$ cat config.mk
export PLATFORM = sky130hd
export DESIGN_NAME = gpio_mask_port
export DESIGN_NICKNAME = d
export VERILOG_FILES = /design/src/rtl/gmp_pkg.sv /design/src/rtl/gmp_ctrl.sv /design/src/rtl/gmp_datapath.sv /design/src/rtl/gpio_mask_port.sv
export SDC_FILE = /design/constraint.sdc
export NUM_CORES = 1
export LEC_CHECK = 0
export BUFFER_PORTS_ARGS = -buffer_cell sky130_fd_sc_hd__buf_2
export CAP_MARGIN = 20
export CELL_PAD_IN_SITES_DETAIL_PLACEMENT = 1
export CELL_PAD_IN_SITES_GLOBAL_PLACEMENT = 2
export CORE_MARGIN = 3
export CORE_UTILIZATION = 30
export DETAILED_ROUTE_END_ITERATION = 10
export GPL_ROUTABILITY_DRIVEN = 0
export HOLD_SLACK_MARGIN = 0.05
export PLACE_DENSITY = 0.76
export SLEW_MARGIN = 20
export SYNTH_ARGS = -nofsm -noshare
export SYNTH_HDL_FRONTEND = slang
export SYNTH_HIERARCHICAL = 1
export SYNTH_SLANG_ARGS = --single-unit
$ cat constraint.sdc
create_clock -name clk -period 2.1 [get_ports clk]
set_clock_uncertainty 0.1 [all_clocks]
set_input_delay 0.105 -clock clk [delete_from_list [all_inputs] [get_ports clk]]
set_output_delay 0.105 -clock clk [all_outputs]
set_load 0.01 [all_outputs]
$ cat src/rtl/gmp_pkg.sv
package gmp_pkg;
  typedef struct packed {
    logic dataWr;
    logic dirWr;
    logic dataRd;
    logic dirRd;
    logic otherRd;
  } gmpStrobe_t;
endpackage

$ cat src/rtl/gmp_ctrl.sv
module gmp_ctrl
  import gmp_pkg::*;
#(
  parameter int PIN_COUNT = 8,
  parameter int WORD_W    = 10,
  parameter int DIR_WORD  = 256
) (
  input  logic                 clk,
  input  logic                 rstN,
  input  logic                 busSel,
  input  logic                 busWrite,
  input  logic [WORD_W-1:0]    busWordAddr,
  output gmpStrobe_t           strobe,
  output logic [PIN_COUNT-1:0] accMask
);
  localparam int WIN_WORDS = 1 << PIN_COUNT;
  localparam logic [WORD_W-1:0] WIN_LIMIT = WORD_W'(WIN_WORDS);
  localparam logic [WORD_W-1:0] DIR_ADDR  = WORD_W'(DIR_WORD);

  logic inWindow;
  logic atDir;

  assign inWindow = busWordAddr < WIN_LIMIT;
  assign atDir    = busWordAddr == DIR_ADDR;
  assign accMask  = busWordAddr[PIN_COUNT-1:0];

  always_comb begin
    strobe         = '0;
    strobe.dataWr  = busSel &  busWrite & inWindow;
    strobe.dirWr   = busSel &  busWrite & atDir;
    strobe.dataRd  = busSel & ~busWrite & inWindow;
    strobe.dirRd   = busSel & ~busWrite & atDir;
    strobe.otherRd = busSel & ~busWrite & ~inWindow & ~atDir;
  end

  AST_ONE_STROBE: assert property (@(posedge clk) disable iff (!rstN)
    $onehot0({strobe.dataWr, strobe.dirWr, strobe.dataRd, strobe.dirRd, strobe.otherRd}));
  AST_IDLE_QUIET: assert property (@(posedge clk) disable iff (!rstN)
    !busSel |-> (strobe == '0));
endmodule

$ cat src/rtl/gmp_datapath.sv
module gmp_datapath
  import gmp_pkg::*;
#(
  parameter int PIN_COUNT   = 8,
  parameter int SYNC_STAGES = 2
) (
  input  logic                 clk,
  input  logic                 rstN,
  input  gmpStrobe_t           strobe,
  input  logic [PIN_COUNT-1:0] accMask,
  input  logic [PIN_COUNT-1:0] wrData,
  input  logic [PIN_COUNT-1:0] padIn,
  output logic [PIN_COUNT-1:0] padOe,
  output logic [PIN_COUNT-1:0] padOut,
  output logic [PIN_COUNT-1:0] rdData
);
  logic [PIN_COUNT-1:0] dirReg;
  logic [PIN_COUNT-1:0] outReg;
  logic [PIN_COUNT-1:0] rdReg;
  logic [PIN_COUNT-1:0] syncStage [SYNC_STAGES];
  logic [PIN_COUNT-1:0] padSync;
  logic [PIN_COUNT-1:0] pinLevel;
  logic [PIN_COUNT-1:0] pinWrEn;

  genvar s;
  generate
    for (s = 0; s < SYNC_STAGES; s++) begin : g_sync
      if (s == 0) begin : g_first
        always_ff @(posedge clk) begin
          if (!rstN) syncStage[s] <= '0;
          else       syncStage[s] <= padIn;
        end
      end else begin : g_next
        always_ff @(posedge clk) begin
          if (!rstN) syncStage[s] <= '0;
          else       syncStage[s] <= syncStage[s-1];
        end
      end
    end
  endgenerate

  assign padSync  = syncStage[SYNC_STAGES-1];
  assign pinLevel = (dirReg & outReg) | (~dirReg & padSync);
  assign pinWrEn  = {PIN_COUNT{strobe.dataWr}} & accMask & dirReg;

  always_ff @(posedge clk) begin
    if (!rstN) begin
      dirReg <= '0;
    end else if (strobe.dirWr) begin
      dirReg <= wrData;
    end
  end

  always_ff @(posedge clk) begin
    if (!rstN) begin
      outReg <= '0;
    end else begin
      outReg <= (pinWrEn & wrData) | (~pinWrEn & outReg);
    end
  end

  always_ff @(posedge clk) begin
    if (!rstN) begin
      rdReg <= '0;
    end else if (strobe.dataRd) begin
      rdReg <= pinLevel & accMask;
    end else if (strobe.dirRd) begin
      rdReg <= dirReg;
    end else if (strobe.otherRd) begin
      rdReg <= '0;
    end
  end

  assign padOe  = dirReg;
  assign padOut = outReg;
  assign rdData = rdReg;

  AST_DIR_LOAD: assert property (@(posedge clk) disable iff (!rstN)
    strobe.dirWr |=> (padOe == $past(wrData)));
  AST_UNMASKED_HOLD: assert property (@(posedge clk) disable iff (!rstN)
    strobe.dataWr |=> (((padOut ^ $past(padOut)) & ~$past(accMask)) == '0));
  AST_INPUT_PIN_HOLD: assert property (@(posedge clk) disable iff (!rstN)
    strobe.dataWr |=> (((padOut ^ $past(padOut)) & ~$past(padOe)) == '0));
  AST_RD_MASKED_ZERO: assert property (@(posedge clk) disable iff (!rstN)
    strobe.dataRd |=> ((rdData & ~$past(accMask)) == '0));
  AST_OUT_NO_WR_HOLD: assert property (@(posedge clk) disable iff (!rstN)
    !strobe.dataWr |=> $stable(padOut));
  AST_RD_IDLE_HOLD: assert property (@(posedge clk) disable iff (!rstN)
    !(strobe.dataRd | strobe.dirRd | strobe.otherRd) |=> $stable(rdData));
endmodule

$ cat src/rtl/gpio_mask_port.sv
module gpio_mask_port
  import gmp_pkg::*;
#(
  parameter int PIN_COUNT   = 8,
  parameter int WORD_W      = 10,
  parameter int DIR_WORD    = 256,
  parameter int SYNC_STAGES = 2
) (
  input  logic                 clk,
  input  logic                 rstN,
  input  logic                 busSel,
  input  logic                 busWrite,
  input  logic [WORD_W-1:0]    busWordAddr,
  input  logic [PIN_COUNT-1:0] busWdata,
  output logic [PIN_COUNT-1:0] busRdata,
  input  logic [PIN_COUNT-1:0] padIn,
  output logic [PIN_COUNT-1:0] padOe,
  output logic [PIN_COUNT-1:0] padOut
);
  gmpStrobe_t           strobe;
  logic [PIN_COUNT-1:0] accMask;

  gmp_ctrl #(
    .PIN_COUNT (PIN_COUNT),
    .WORD_W    (WORD_W),
    .DIR_WORD  (DIR_WORD)
  ) u_ctrl (
    .clk         (clk),
    .rstN        (rstN),
    .busSel      (busSel),
    .busWrite    (busWrite),
    .busWordAddr (busWordAddr),
    .strobe      (strobe),
    .accMask     (accMask)
  );

  gmp_datapath #(
    .PIN_COUNT   (PIN_COUNT),
    .SYNC_STAGES (SYNC_STAGES)
  ) u_datapath (
    .clk     (clk),
    .rstN    (rstN),
    .strobe  (strobe),
    .accMask (accMask),
    .wrData  (busWdata),
    .padIn   (padIn),
    .padOe   (padOe),
    .padOut  (padOut),
    .rdData  (busRdata)
  );
endmodule

==> results.sh <==
export IMPL_outcome="finished clean"
export IMPL_layout_commonest_cell="buf_2"
export IMPL_syn_avg_cell_area_sq_um=9.812
export IMPL_start_util_pct=31.35
export IMPL_grt_max_degree=41
export IMPL_synthToLayoutAreaGrowth_pct=36.24
export IMPL_fillers=650
export IMPL_reg2reg_from="u_datapath/padOe[3]"
export IMPL_portBuffers=53
export IMPL_clock_latency_ns=0.29
export IMPL_cts_path_max_buffers=2
export IMPL_drv_cap=0
export IMPL_worst_pin_slew_ns=0.6070
export IMPL_power_density_nw_per_um2=605.6
export IMPL_cp_startpoint="busWordAddr[6]"
export IMPL_grt_pass1_vias=1443
export IMPL_rr_worst_depth=3
export IMPL_fin_crit_sh_pct=95.31
export IMPL_post_cts_buffers=0
export IMPL_p_sw_uw=329.0
export IMPL_ys_top_cells_by_area="dfxtp_1 (46%), mux2i_1 (9.2%), nor2b_1 (6.5%)"
export IMPL_power_leakage_nw=1.068
export IMPL_postSynthCellCount=177
export IMPL_grt_total_usage_pct=14.17
export IMPL_cts_buffers=5
export IMPL_cpPeakStageDelay_ns=0.54
export IMPL_rsz0062_at_grt="false"
export IMPL_postRouteAntennaNets=0
export IMPL_p_int_mw=1.104
export IMPL_hp_class="in -> reg"
export IMPL_synth_net_count=207
export IMPL_ys_types=24
export IMPL_synth_area_sq_um=1737
export IMPL_r2r_setup_slack_ns=0.96
export IMPL_dpl_cell_area_sq_um=2014
export IMPL_yosysWarnings=6
export IMPL_cp_data_required_time_ns=2.18
export IMPL_core_area_sq_um=5540
export IMPL_setup_violations_final=0
export IMPL_hold_viol=0
export IMPL_drc_errors=0
export IMPL_grt_overflow=0
export IMPL_whs_ns=0.1169
export IMPL_cp_max_fo=8
export IMPL_cp_start_kind="input port"
export IMPL_clk_pin_slew_ns=0.07
export IMPL_p_sw_share_pct=22.96
export IMPL_root_buffer="clkbuf_8"
export IMPL_crit_chain="dlygate4sd3_1 > buf_2 > or2_4 > o311a_1 > or3_4 > o21ai_1 > a21oi_1"
export IMPL_fin_crit_ns=2.002
export IMPL_synth_area_leader_cell="dfxtp_1"
export IMPL_drive_gt1_share_pct=32.79
export IMPL_crit_path_end_kind="flip-flop"
export IMPL_vias_per_cell=4.596
export IMPL_ios=54
export IMPL_dieArea_sq_um=6738
export IMPL_final_cell_mix="buf_2 (53), dfxtp_1 (40), dlygate4sd3_1 (24)"
export IMPL_vias=1466
export IMPL_firstDrtPassIters=4
export IMPL_worstSetupEndpoint="u_datapath/rdData[6]"
export IMPL_antenna_found_initial=0
export IMPL_critical_path_class="in -> reg"
export IMPL_synth_top_area_share_pct=46.11
export IMPL_yosys_register_bits=40
export IMPL_comb_power_share_pct=11.6
export IMPL_final_area_sq_um=2366
export IMPL_crit_reg2reg_capture="u_datapath/rdData[3]"
export IMPL_htree_levels=2
export IMPL_ir_drop_v=0.0002838
export IMPL_hold_path_depth=4
export IMPL_slew_headroom_pct=59.53
export IMPL_grt_pass1_wl_microns=7127
export IMPL_die_y_microns=82.09
export IMPL_fmax_mhz=499.6
export IMPL_num_nets_final=277
export IMPL_seqPwrFrac_pct=55.3
export IMPL_rows=27
export IMPL_wl_microns=4403
export IMPL_wl_per_cell_microns=13.80
export IMPL_num_antenna_cells=0
export IMPL_pwr_share_clk_pct=33.1
export IMPL_slew_violations=0
export IMPL_setup_tns_ns=0
export IMPL_clock_sinks=40
export IMPL_cp_data_arrival_time_ns=2.08
export IMPL_tritoncts="built"
export IMPL_seq_area_frac_synth_pct=46.11
export IMPL_dp_hpwl_microns=2975
export IMPL_drtIter0Drc=47
export IMPL_die_x_microns=82.09
export IMPL_cp_slowest_cell="dlygate4sd3_1"
==> stage by stage <==
step | utilization [%] | power [mW] | setup WS (ns) | cells
final | 42.71 | 1.433 | 0.09840 | 319
after global routing | 42.71 | 1.513 | 0.03560 | 319
after CTS | 42.10 | 1.451 | 0.07171 | 319
after detailed placement | 36.36 | 0.9367 | 0.06200 | 288
after global placement | 36.36 | 0.9352 | 0.1251 | 288
after floorplan | - | 0.8902 | 0.2794 | 177
==> synth_stat cells <==
cell type and n:
a211o_1 8, nor2_1 2, o21ai_1 8, clkbuf_1 5, or2_1 1, buf_2 3, o311a_1 1, or3_4 1
nand3_1 16, dfxtp_1 40, buf_6 3, inv_1 8, a21oi_1 8, or2_2 1, nand2b_1 1, and2_1 16
buf_4 8, mux2i_1 16, nand2_1 1, nor4_1 2, nor2b_1 18, or4_1 1, or4b_4 1, mux2_2 8
==> worst min-delay path by stage <==
stage                         from                          to  slack (ns)
floorplan                 padIn[0]  u_datapath/syncStage[0][0]        0.13
global placement          padIn[5]  u_datapath/syncStage[0][5]        0.21
detailed placement        padIn[3]  u_datapath/syncStage[0][3]        0.22
CTS                 busWordAddr[0]                   flip-flop        0.11
global route        busWordAddr[3]                   flip-flop        0.14
finish              busWordAddr[0]                   flip-flop        0.12
==> timing repair <==
item	in CTS	in global routing
hold buffers	24	0
endpoints found under the hold margin	32	0
setup endpoints to repair	0	8
resized for setup	0	8
==> critical path, delay by kind of cell <==
| family | cells | cell delay [ns] |
|---|---|---|
| AO/OA/AOI/OAI | 3 | 0.57 |
| buffers and inverters | 2 | 0.69 |
| AND/OR/NAND/NOR | 2 | 0.72 |
==> layer usage <==
metal,vias to the layer above,part of all wire [%],global-route usage (%)
li1,737,-,-
met1,685,46,18.28
met2,40,46,22.05
met3,4,6.9,4.605
met4,0,0.77,4.983
met5,-,0,0
==> cells by family (layout without fill, tap and decap cells) <==
kind of cell           after synthesis  after routing  share of synthesized area (%)
AO/OA/AOI/OAI                       25             25                          9.222
buffers and inverters               27             97                          9.078
flip-flops                          40             40                          46.11
multiplexers                        24             24                          14.41
AND/OR/NAND/NOR                     61             61                          21.18
==> power groups by stage <==
stage	Combinational, mW	Clock (mW)	Sequential [mW]
global route	0.185	0.533	0.795
CTS	0.162	0.497	0.792
floorplan	0.0776	0	0.813
detailed placement	0.127	0	0.810
global placement	0.126	0	0.810
finish	0.166	0.474	0.793
==> area by class of cell <==
cell class	count	area, sq um	share of cell area, %
clock buffers	6	72.57	3.067
clock inverters	1	5.005	0.2115
inverters	8	30.03	1.269
multi-input cells	110	820.8	34.69
flip-flops and latches	40	800.8	33.84
well taps	72	90.09	3.808
repair buffers	82	546.8	23.11
Note: power is estimated with default switching activity, not from simulation.
